### src/rtl/stop_clock_pkg.sv
package stop_clock_pkg;
  typedef enum logic [1:0] {
    ST_RUN      = 2'd0,
    ST_SEND_ACK = 2'd1,
    ST_GRANT    = 2'd2,
    ST_RESUME   = 2'd3
  } sc_state_e;
endpackage

### src/rtl/stop_clock_sync.sv
// Multi-stage synchronizer for the asynchronous active-low request.
// The chain resets to the inactive (high) level; the output is active high.
module stop_clock_sync #(
  parameter int STAGES = 2
) (
  input  logic clk,
  input  logic rst_n,
  input  logic async_n,
  output logic req_sync
);
  logic [STAGES-1:0] chain_q;

  generate
    for (genvar s = 0; s < STAGES; s++) begin : g_stage
      if (s == 0) begin : g_first
        always_ff @(posedge clk or negedge rst_n) begin
          if (!rst_n) chain_q[s] <= 1'b1;
          else        chain_q[s] <= async_n;
        end
      end else begin : g_next
        always_ff @(posedge clk or negedge rst_n) begin
          if (!rst_n) chain_q[s] <= 1'b1;
          else        chain_q[s] <= chain_q[s-1];
        end
      end
    end
  endgenerate

  assign req_sync = ~chain_q[STAGES-1];
endmodule

### src/rtl/stop_clock_fsm.sv
// Sequencer: run -> send acknowledge -> grant -> resume -> run.
module stop_clock_fsm
  import stop_clock_pkg::*;
#(
  parameter int RESUME_CYCLES = 1
) (
  input  logic      clk,
  input  logic      rst_n,
  input  logic      req_sync,
  input  logic      ack_done,
  output logic      ack_req,
  output sc_state_e state
);
  localparam int CW = (RESUME_CYCLES > 1) ? $clog2(RESUME_CYCLES) : 1;
  localparam logic [CW-1:0] RES_LAST = CW'(RESUME_CYCLES - 1);

  sc_state_e state_q, state_d;
  logic [CW-1:0] res_cnt_q, res_cnt_d;
  logic          xfer;

  // One handshake transfer: valid and ready high together.
  assign xfer = (state_q == ST_SEND_ACK) && ack_done;

  always_comb begin
    state_d   = state_q;
    res_cnt_d = res_cnt_q;
    unique case (state_q)
      ST_RUN: begin
        if (req_sync) state_d = ST_SEND_ACK;
      end
      ST_SEND_ACK: begin
        if (xfer) state_d = req_sync ? ST_GRANT : ST_RUN;
      end
      ST_GRANT: begin
        if (!req_sync) begin
          state_d   = ST_RESUME;
          res_cnt_d = '0;
        end
      end
      ST_RESUME: begin
        if (res_cnt_q == RES_LAST) state_d = ST_RUN;
        else                       res_cnt_d = res_cnt_q + 1'b1;
      end
      default: state_d = ST_RUN;
    endcase
  end

  always_ff @(posedge clk or negedge rst_n) begin
    if (!rst_n) begin
      state_q   <= ST_RUN;
      res_cnt_q <= '0;
    end else begin
      state_q   <= state_d;
      res_cnt_q <= res_cnt_d;
    end
  end

  assign ack_req = (state_q == ST_SEND_ACK);
  assign state   = state_q;
endmodule

### src/rtl/stop_clock_enables.sv
// Decodes the sequencer state into per-unit clock enables.
module stop_clock_enables
  import stop_clock_pkg::*;
#(
  parameter int NUM_CORE_UNITS = 4
) (
  input  sc_state_e                 state,
  output logic [NUM_CORE_UNITS-1:0] core_clk_en,
  output logic                      bus_clk_en,
  output logic                      apic_clk_en,
  output logic                      stop_grant
);
  logic core_run;

  assign core_run = (state == ST_RUN) || (state == ST_SEND_ACK);

  generate
    for (genvar u = 0; u < NUM_CORE_UNITS; u++) begin : g_core
      assign core_clk_en[u] = core_run;
    end
  endgenerate

  // Bus and interrupt units keep running in every state.
  assign bus_clk_en  = 1'b1;
  assign apic_clk_en = 1'b1;
  assign stop_grant  = (state == ST_GRANT);
endmodule

### src/rtl/stop_clock_ctrl.sv
module stop_clock_ctrl
  import stop_clock_pkg::*;
#(
  parameter int NUM_CORE_UNITS = 4,
  parameter int SYNC_STAGES    = 2,
  parameter int RESUME_CYCLES  = 1
) (
  input  logic                      clk,
  input  logic                      rst_n,
  input  logic                      stpclk_n,
  output logic                      ack_req,
  input  logic                      ack_done,
  output logic [NUM_CORE_UNITS-1:0] core_clk_en,
  output logic                      bus_clk_en,
  output logic                      apic_clk_en,
  output logic                      stop_grant
);
  logic      req_sync;
  sc_state_e state;

  stop_clock_sync #(.STAGES(SYNC_STAGES)) sync_i (
    .clk      (clk),
    .rst_n    (rst_n),
    .async_n  (stpclk_n),
    .req_sync (req_sync)
  );

  stop_clock_fsm #(.RESUME_CYCLES(RESUME_CYCLES)) fsm_i (
    .clk      (clk),
    .rst_n    (rst_n),
    .req_sync (req_sync),
    .ack_done (ack_done),
    .ack_req  (ack_req),
    .state    (state)
  );

  stop_clock_enables #(.NUM_CORE_UNITS(NUM_CORE_UNITS)) en_i (
    .state       (state),
    .core_clk_en (core_clk_en),
    .bus_clk_en  (bus_clk_en),
    .apic_clk_en (apic_clk_en),
    .stop_grant  (stop_grant)
  );
endmodule

### config.mk
export PLATFORM = sky130hd
export DESIGN_NAME = stop_clock_ctrl
export DESIGN_NICKNAME = d
export VERILOG_FILES = /design/src/rtl/stop_clock_pkg.sv /design/src/rtl/stop_clock_sync.sv /design/src/rtl/stop_clock_fsm.sv /design/src/rtl/stop_clock_enables.sv /design/src/rtl/stop_clock_ctrl.sv
export SDC_FILE = /design/constraint.sdc
export NUM_CORES = 1
export LEC_CHECK = 0
export BUFFER_PORTS_ARGS = -buffer_cell sky130_fd_sc_hd__buf_4
export CAP_MARGIN = 40
export CORE_AREA = 10 10 47 49
export DETAILED_ROUTE_END_ITERATION = 6
export DIE_AREA = 0 0 57 59
export GPL_ROUTABILITY_DRIVEN = 0
export PLACE_DENSITY_LB_ADDON = 0.1
export SYNTH_ARGS = -nofsm -noshare
export SYNTH_HDL_FRONTEND = slang
export SYNTH_SLANG_ARGS = --single-unit
export TNS_END_PERCENT = 1
### constraint.sdc
create_clock -name clk -period 1 [get_ports clk]
set_input_delay 0.1 -clock clk [delete_from_list [all_inputs] [get_ports clk]]
set_output_delay 0.1 -clock clk [all_outputs]
set_load 0.1 [all_outputs]
==> impl_metrics.py, run 1 <==
metrics = {
    "synthesis": {
        "avgSynthCellArea_um2": 11.3,
        "synthMuxAreaShare": 0.0698,
        "combinational_family_with_the_most_area_after_synthesis": "buffers and inverters",
        "synth_compound_area_frac": 0.0814,
        "synthCells": 19,
        "synth-adder-area-share": 0,
        "netlist_area_um2": 215,
        "parity_gate_share_of_the_synthesized_area_counting_xor_and_xnor_cells": 0,
        "post_synth_num_cell_types": 11,
        "yosysSeqAreaShare": 0.477,
        "basic_gate_share_of_the_synthesized_area_counting_and_or_nand_and_nor_cells": 0.110,
        "yosys_warnings": 0,
        "register_bit_total_from_synthesis": 4,
    },
    "sta": {
        "hold_viol_final": 0,
        "upper_clock_frequency_limit_mhz": 854,
        "final.setup_skew_ns": 0.00570,
        "final_max_slew_viol_count": 0,
        "postLayoutSetupSlackWorst_ns": -0.171,
        "post-route-period-util": 1.17,
        "finalCriticalPeriod_ns": 1.17,
        "grt_setup_unrepaired": "true",
        "finalSetupViolations": 8,
    },
    "finish": {
        "layout_cells_sized_above_1": 0.710,
        "final_core_utilization": 0.292,
        "antenna_cells": 0,
        "num-nets-final": 36,
        "flow.area_growth_from_synthesis_pct": 90.1,
    },
    "setup_path": {
        "path_buf_inv": 1,
        "r2r_setup_slack_ns": -0.07,
        "r2r.worst_path.cells": 3,
        "timing.critical_path.required_ns": 0.90,
        "cp_max_fo": 4,
        "worstSetupEndpointType": "output pin",
        "crit_end": "stop_grant",
        "critical-path-slowest-cell": "sky130_fd_sc_hd__dfrtp_1",
        "timing.critical_path.arrival_ns": 1.07,
        "timing.critical_path.slowest_cell_delay_ns": 0.39,
        "critPathTopFamily": "flip-flops",
        "cp_num_cells": 2,
        "crit_chain": "and2b_4 > buf_12",
        "timing_worst_setup_path_type": "flip-flop to output pin",
        "startpoint_type": "flip-flop",
        "timing.critical_path.from": "fsm_i.state[0]$_DFFE_PN0P_",
    },
    "route": {
        "ant_nets": 0,
        "per_cell_via_count_in_the_routed_design": 3.28,
        "num_vias": 154,
        "initialDrtViolationCount": 1,
        "number_of_design_rule_violations_left_after_detail_routing": 0,
        "detailedRoute.firstPassIterationCount": 2,
        "routed_wirelength_um": 442,
        "wire_per_inst_um": 9.40,
    },
    "grt": {
        "number_of_antenna_violations_at_the_first_check_in_global_routing": 0,
        "grt_max_degree": 6,
        "global_route.overflow_total": 0,
        "grt_pass1_wl_um": 786,
        "first_global_vias": 189,
        "grt_use_total": 0.0317,
    },
    "floorplanning": {
        "die-area_um2": 3360,
        "fp.dieH_um": 59,
        "floorplan.io_pins": 12,
        "floorplan.core_area_um2": 1400,
        "chipWidth_um": 57,
        "row_cnt": 14,
        "initial_utilization": 0.154,
    },
    "cts": {
        "number_of_buffers_added_by_the_clock_tree_synthesis_step": 3,
        "clock_tree_from_tritoncts": "done",
        "cts_max_path_buffers": 2,
        "clock_sinks": 4,
        "ctsRootBufferMaster": "sky130_fd_sc_hd__clkbuf_4",
        "worst_skew_pair.late_latency_ns": 0.24,
        "htree_num_levels": 1,
        "clk_pin_slew_worst_paths_ns": 0.04,
    },
    "place": {
        "placement.io_buffers": 9,
        "dp_hpwl_um": 366,
        "pre_cts_setup_slack_ns": -0.0411,
    },
    "run_status": {
        "outcome": "complete, but fails checks",
        "violations": "setup timing",
    },
    "job": {
        "max_cap_violations": 0,
    },
    "worst_hold_path": {
        "hold_path.class": "input pin to flip-flop",
    },
}
[cell usage in the layout (no fill, tap or decap), drive strengths merged]
cell type	instances
buf	11
clkbuf	4
conb	2
dlygate4sd3	2
dfstp	2
inv	2
dfrtp	2
and2b	1
nor2b	1
mux2	1
nand3b	1
o21ai	1
a31o	1
[worst reg2reg max path: cells and delay by family, from the launching register on]
family                 cells  cell delay (ns)
DFF                        1             0.46
buffers and inverters      1             0.13
AOI/OAI and AO/OA          1             0.17
and+or+nand+nor            1             0.20
[final cells by class]
cell class / instances / area (um^2)
inverters: 2 / 10.0
well taps: 16 / 20.0
fillers: 145 / 992
flip-flops and latches: 4 / 104
repair buffers: 13 / 178
multi-input cells: 8 / 71.3
clock buffers: 4 / 26.3
[kinds of logic after synthesis]
logic type             count (synthesis)
multiplexers                           1
other                                  1
AO/OA/AOI/OAI                          2
buffers and inverters                  8
flip-flops                             4
AND/OR/NAND/NOR                        3
[worst min-delay path by stage]
stage                  start         to  cells past startpoint
global route        ack_done  flip-flop                      2
global placement       rst_n  async pin                      1
detailed placement     rst_n  async pin                      1
CTS                 ack_done  flip-flop                      2
floorplan              rst_n  async pin                      0
finish              ack_done  flip-flop                      2
[cells in the mapped netlist]
library cell / count / area [um^2]
sky130_fd_sc_hd__a31o_1: 1 / 8.76
sky130_fd_sc_hd__and2b_4: 1 / 10.0
sky130_fd_sc_hd__buf_4: 6 / 45.0
sky130_fd_sc_hd__conb_1: 1 / 3.75
sky130_fd_sc_hd__dfrtp_1: 2 / 50.1
sky130_fd_sc_hd__dfstp_2: 2 / 52.6
sky130_fd_sc_hd__inv_1: 2 / 7.51
sky130_fd_sc_hd__mux2_4: 1 / 15.0
sky130_fd_sc_hd__nand3b_1: 1 / 7.51
sky130_fd_sc_hd__nor2b_1: 1 / 6.26
sky130_fd_sc_hd__o21ai_2: 1 / 8.76
[metrics by stage]
stage / hold WS, ns / cells / cell area, um^2 / TNS [ns]
floorplan: -0.196 / 20 / 226 / -0.279
global placement: -0.103 / 39 / 269 / -0.0272
detailed placement: -0.104 / 39 / 269 / -0.0411
CTS: 0.108 / 47 / 379 / -1.09
global route: 0.110 / 47 / 409 / -1.19
finish: 0.113 / 47 / 409 / -0.850
[timing repair]
item	4_1_cts	5_1_grt
hold endpoints to repair	5	0
buffers inserted	2	0
hold buffers	2	0
setup endpoints to repair	6	8
gates resized for setup	14	7
[layer usage]
metal	vias up	share of wire	GRT usage
li1	75	-	-
met1	72	0.34	0.0264
met2	7	0.57	0.0481
met3	0	0.086	0.0172
met4	0	0	0.0403
met5	-	0	0
Power of run 1 is left out: the tool's default activity adds up to more than one toggle a clock period on the data nets, which glitch-free logic cannot reach.
==> run 2: changes to the inputs <==
--- a/config.mk
+++ b/config.mk
@@ -5,13 +5,16 @@
 export SDC_FILE = /design/constraint.sdc
 export NUM_CORES = 1
 export LEC_CHECK = 0
+export ABC_CLOCK_PERIOD_IN_PS = 1000
 export BUFFER_PORTS_ARGS = -buffer_cell sky130_fd_sc_hd__buf_4
 export CAP_MARGIN = 40
 export CORE_AREA = 10 10 47 49
 export DETAILED_ROUTE_END_ITERATION = 6
 export DIE_AREA = 0 0 57 59
 export GPL_ROUTABILITY_DRIVEN = 0
+export HOLD_SLACK_MARGIN = 0.05
 export PLACE_DENSITY_LB_ADDON = 0.1
+export SKIP_CTS_REPAIR_TIMING = 1
 export SYNTH_ARGS = -nofsm -noshare
 export SYNTH_HDL_FRONTEND = slang
 export SYNTH_SLANG_ARGS = --single-unit
==> impl_metrics.py, run 2 (synthesized netlist as in run 1, its figures left out) <==
metrics = {
    "setup_path": {
        "timing_worst_setup_path_type": "flip-flop to output pin",
        "timing.critical_path.required_ns": 0.90,
        "worstSetupEndpointType": "output pin",
        "cp_max_fo": 4,
        "r2r_setup_slack_ns": -0.05,
        "startpoint_type": "flip-flop",
        "timing.critical_path.arrival_ns": 1.07,
        "r2r.worst_path.cells": 3,
    },
    "place": {
        "placement.io_buffers": 9,
        "placement.cell_area_um2": 269,
        "dp_hpwl_um": 366,
    },
    "worst_hold_path": {
        "min_delay_path_depth": 2,
        "hold_path.class": "input pin to flip-flop",
        "worst_hold_startpoint": "ack_done",
    },
    "floorplanning": {
        "floorplan.core_area_um2": 1400,
        "initial_utilization": 0.154,
        "chipWidth_um": 57,
        "row_cnt": 14,
        "floorplan.io_pins": 12,
        "die-area_um2": 3360,
        "fp.dieH_um": 59,
    },
    "run_status": {
        "outcome": "complete, but fails checks",
        "violations": "setup timing",
    },
    "sta": {
        "final.hold.worst_slack_ns": 0.113,
        "postLayoutSetupSlackWorst_ns": -0.171,
        "upper_clock_frequency_limit_mhz": 854,
        "grt_setup_unrepaired": "true",
        "final.setup_skew_ns": 0.00570,
        "post-route-period-util": 1.17,
        "finalSetupViolations": 8,
        "timing.setup.tns_ns": -0.943,
        "finalCriticalPeriod_ns": 1.17,
        "final_max_slew_viol_count": 0,
        "hold_viol_final": 0,
    },
    "grt": {
        "global_route.overflow_total": 0,
        "first_global_vias": 176,
        "grt_pass1_wl_um": 738,
        "number_of_antenna_violations_at_the_first_check_in_global_routing": 0,
        "grt_use_total": 0.0303,
        "grt_max_degree": 6,
    },
    "finish": {
        "flow.area_growth_from_synthesis_pct": 72.7,
        "num-nets-final": 36,
        "stdcell_area_um2": 372,
        "layout_cells_sized_above_1": 0.710,
        "antenna_cells": 0,
        "area.sequential_um2": 104,
        "layout_commonest_cell": "sky130_fd_sc_hd__buf_4",
        "multiInputGateArea_um2": 71.3,
        "most-common-layout-cells": "5 x sky130_fd_sc_hd__buf_4, 4 x sky130_fd_sc_hd__buf_6, 3 x sky130_fd_sc_hd__clkbuf_4",
        "n_fill_cell": 149,
        "final_core_utilization": 0.265,
    },
    "route": {
        "number_of_design_rule_violations_left_after_detail_routing": 0,
        "ant_nets": 0,
        "route.layer.met1.wl_um": 165,
        "routed_wirelength_um": 457,
        "wire_per_inst_um": 9.72,
        "initialDrtViolationCount": 1,
        "detailedRoute.firstPassIterationCount": 2,
        "met3_wirelength_um": 39,
        "top_layer_used": "met3",
        "per_cell_via_count_in_the_routed_design": 3.32,
        "num_vias": 156,
        "wl_met2_um": 252,
    },
    "cts": {
        "clk_pin_slew_worst_paths_ns": 0.04,
        "ctsRootBufferMaster": "sky130_fd_sc_hd__clkbuf_4",
        "number_of_buffers_added_by_the_clock_tree_synthesis_step": 3,
        "worst_skew_pair.late_latency_ns": 0.24,
        "clock_sinks": 4,
        "htree_num_levels": 1,
        "cts_max_path_buffers": 2,
        "clock_tree_from_tritoncts": "done",
    },
    "job": {
        "max_cap_violations": 0,
    },
}
[run 2: cell counts in the layout (fill, tap and decap cells not counted)]
Identical to the previous run, type by type.
[run 2: layout make-up]
cell class | count | share of cell area
repair buffers | 13 | 0.384
flip-flops and latches | 4 | 0.279
multi-input cells | 8 | 0.192
clock buffers | 4 | 0.0707
well taps | 16 | 0.0539
inverters | 2 | 0.0202
[run 2: per-stage QoR]
step,setup WS (ns),instances
6_report,-0.171,47
3_5_place_dp,-0.0411,39
2_1_floorplan,-0.231,20
4_1_cts,-0.304,43
3_3_place_gp,-0.0272,39
5_1_grt,-0.211,47
[run 2: worst max path at each step]
| stage | cells past startpoint | startpoint | slack (ns) | to |
|---|---|---|---|---|
| floorplan | 2 | flip-flop | -0.23 | flip-flop |
| global placement | 2 | fsm_i.state[0]$_DFFE_PN0P_ | -0.03 | stop_grant |
| detailed placement | 2 | fsm_i.state[0]$_DFFE_PN0P_ | -0.04 | stop_grant |
| CTS | 2 | fsm_i.state[0]$_DFFE_PN0P_ | -0.30 | stop_grant |
| global route | 2 | fsm_i.state[0]$_DFFE_PN0P_ | -0.21 | stop_grant |
| finish | 2 | fsm_i.state[0]$_DFFE_PN0P_ | -0.17 | stop_grant |
[run 2: layer usage]
layer | vias up | GRT usage
met5 | - | 0
met4 | 0 | 0.0403
met3 | 0 | 0.0236
met1 | 74 | 0.0216
met2 | 7 | 0.0450
li1 | 75 | -
[run 2: critical path, stage by stage, from the launching register on]
cell	delay, ns
sky130_fd_sc_hd__dfrtp_1	0.39
sky130_fd_sc_hd__and2b_4	0.27
sky130_fd_sc_hd__buf_12	0.17
Power of run 2 is left out for the same reason.
==> run 3: changes to the inputs <==
--- a/config.mk
+++ b/config.mk
@@ -12,8 +12,7 @@
 export DETAILED_ROUTE_END_ITERATION = 6
 export DIE_AREA = 0 0 57 59
 export GPL_ROUTABILITY_DRIVEN = 0
-export HOLD_SLACK_MARGIN = 0.05
-export PLACE_DENSITY_LB_ADDON = 0.1
+export HOLD_SLACK_MARGIN = 0.1
 export SKIP_CTS_REPAIR_TIMING = 1
 export SYNTH_ARGS = -nofsm -noshare
 export SYNTH_HDL_FRONTEND = slang
==> impl_metrics.py, run 3 (synthesized netlist as in run 1, its figures left out) <==
metrics = {
    "run_status": {
        "outcome": "complete, but fails checks",
        "violations": "setup timing",
    },
    "floorplanning": {
        "row_cnt": 14,
        "floorplan.core_area_um2": 1400,
        "initial_utilization": 0.154,
        "chipWidth_um": 57,
        "floorplan.io_pins": 12,
        "die-area_um2": 3360,
        "fp.dieH_um": 59,
    },
    "finish": {
        "multiInputGateArea_um2": 71.3,
        "layout_commonest_cell": "sky130_fd_sc_hd__buf_12",
        "layout_cells_sized_above_1": 0.700,
        "num-nets-final": 35,
        "final_core_utilization": 0.287,
        "area.sequential_um2": 104,
        "n_fill_cell": 158,
        "flow.area_growth_from_synthesis_pct": 86.6,
        "antenna_cells": 0,
        "most-common-layout-cells": "6 x sky130_fd_sc_hd__buf_12, 4 x sky130_fd_sc_hd__buf_4, 3 x sky130_fd_sc_hd__clkbuf_4",
    },
    "sta": {
        "final.setup_skew_ns": 0.00725,
        "postLayoutSetupSlackWorst_ns": -0.163,
        "hold_viol_final": 0,
        "timing.setup.tns_ns": -0.796,
        "final.hold.worst_slack_ns": 0.114,
        "final_max_slew_viol_count": 0,
        "post-route-period-util": 1.16,
        "finalCriticalPeriod_ns": 1.16,
        "upper_clock_frequency_limit_mhz": 860,
        "grt_setup_unrepaired": "true",
        "finalSetupViolations": 6,
    },
    "route": {
        "routed_wirelength_um": 436,
        "initialDrtViolationCount": 0,
        "ant_nets": 0,
        "detailedRoute.firstPassIterationCount": 1,
        "number_of_design_rule_violations_left_after_detail_routing": 0,
        "per_cell_via_count_in_the_routed_design": 3.37,
        "wire_per_inst_um": 9.48,
        "num_vias": 155,
    },
    "setup_path": {
        "capturing_point_of_the_worst_reg2reg_path": "fsm_i.state[0]$_DFFE_PN0P_",
        "crit_chain": "and2b_4 > buf_12",
        "timing.critical_path.required_ns": 0.90,
        "timing.critical_path.slowest_cell_delay_ns": 0.46,
        "r2r_setup_slack_ns": 0,
        "timing.critical_path.arrival_ns": 1.06,
        "startpoint_type": "flip-flop",
        "timing_worst_setup_path_type": "flip-flop to output pin",
        "critical-path-slowest-cell": "sky130_fd_sc_hd__dfrtp_2",
        "worstSetupEndpointType": "output pin",
        "critPathTopFamily": "flip-flops",
        "cp_max_fo": 5,
        "reg_to_reg_critical_path_startpoint": "fsm_i.state[0]$_DFFE_PN0P_",
        "path_buf_inv": 1,
        "r2r.worst_path.cells": 3,
    },
    "grt": {
        "global_route.overflow_total": 0,
        "grt_use_total": 0.0326,
        "number_of_antenna_violations_at_the_first_check_in_global_routing": 0,
        "grt_max_degree": 6,
        "fraction_of_met2_tracks_used_by_global_routing": 0.0372,
        "grt_use_met1": 0.0252,
        "first_global_vias": 171,
        "top_usage_layer": "met4",
        "grt.met3_usage": 0.0322,
        "grt_pass1_wl_um": 752,
    },
    "job": {
        "max_cap_violations": 0,
    },
    "cts": {
        "cts_max_path_buffers": 2,
        "number_of_buffers_added_by_the_clock_tree_synthesis_step": 3,
        "worst_skew_pair.late_latency_ns": 0.24,
        "htree_num_levels": 1,
        "clk_pin_slew_worst_paths_ns": 0.04,
        "ctsRootBufferMaster": "sky130_fd_sc_hd__clkbuf_4",
        "clock_sinks": 4,
        "clock_tree_from_tritoncts": "done",
    },
    "place": {
        "dp_hpwl_um": 349,
        "pre_cts_setup_slack_ns": -0.0199,
        "placement.io_buffers": 9,
    },
    "worst_hold_path": {
        "hold_path.class": "input pin to flip-flop",
        "worst_hold_startpoint": "ack_done",
        "min_delay_path_depth": 2,
    },
}
-- run 3: cell count changes in the layout (fill, tap and decap cells not counted), sizes merged --
cell and delta:
buf -1
-- run 3: layer usage --
metal  share of wire  vias up
li1                -       72
met1            0.36       68
met2            0.39       11
met3            0.19        4
met4           0.053        0
met5               0        -
-- run 3: final cells by class --
class	instances	share of cell area
sequential	4	0.259
multi-input combinational	8	0.178
timing repair buffer	12	0.424
tap	16	0.0498
inverter	2	0.0249
clock buffer	4	0.0654
-- run 3: worst max-delay path by stage --
stage                               startpoint         end  slack, ns  depth (start not counted)
finish                               flip-flop  stop_grant      -0.16                          2
floorplan                            flip-flop   flip-flop      -0.23                          2
detailed placement                   flip-flop  stop_grant      -0.02                          2
global route        fsm_i.state[0]$_DFFE_PN0P_  stop_grant      -0.21                          2
CTS                                  flip-flop  stop_grant      -0.28                          2
global placement                     flip-flop  stop_grant     -0.009                          2
-- run 3: worst register-to-register path, cell delays in order, from the launching register on --
cell and delay (ns):
sky130_fd_sc_hd__dfrtp_1 0.38, sky130_fd_sc_hd__buf_4 0.14, sky130_fd_sc_hd__mux2_4 0.29, sky130_fd_sc_hd__o21ai_2 0.11
-- run 3: stage by stage --
| step | instance area, um^2 | std cells |
|---|---|---|
| after global placement | 277 | 40 |
| final | 402 | 46 |
| after floorplan | 226 | 20 |
| after detailed placement | 277 | 40 |
| after CTS | 303 | 44 |
| after global routing | 402 | 46 |
Power of run 3 is left out for the same reason.
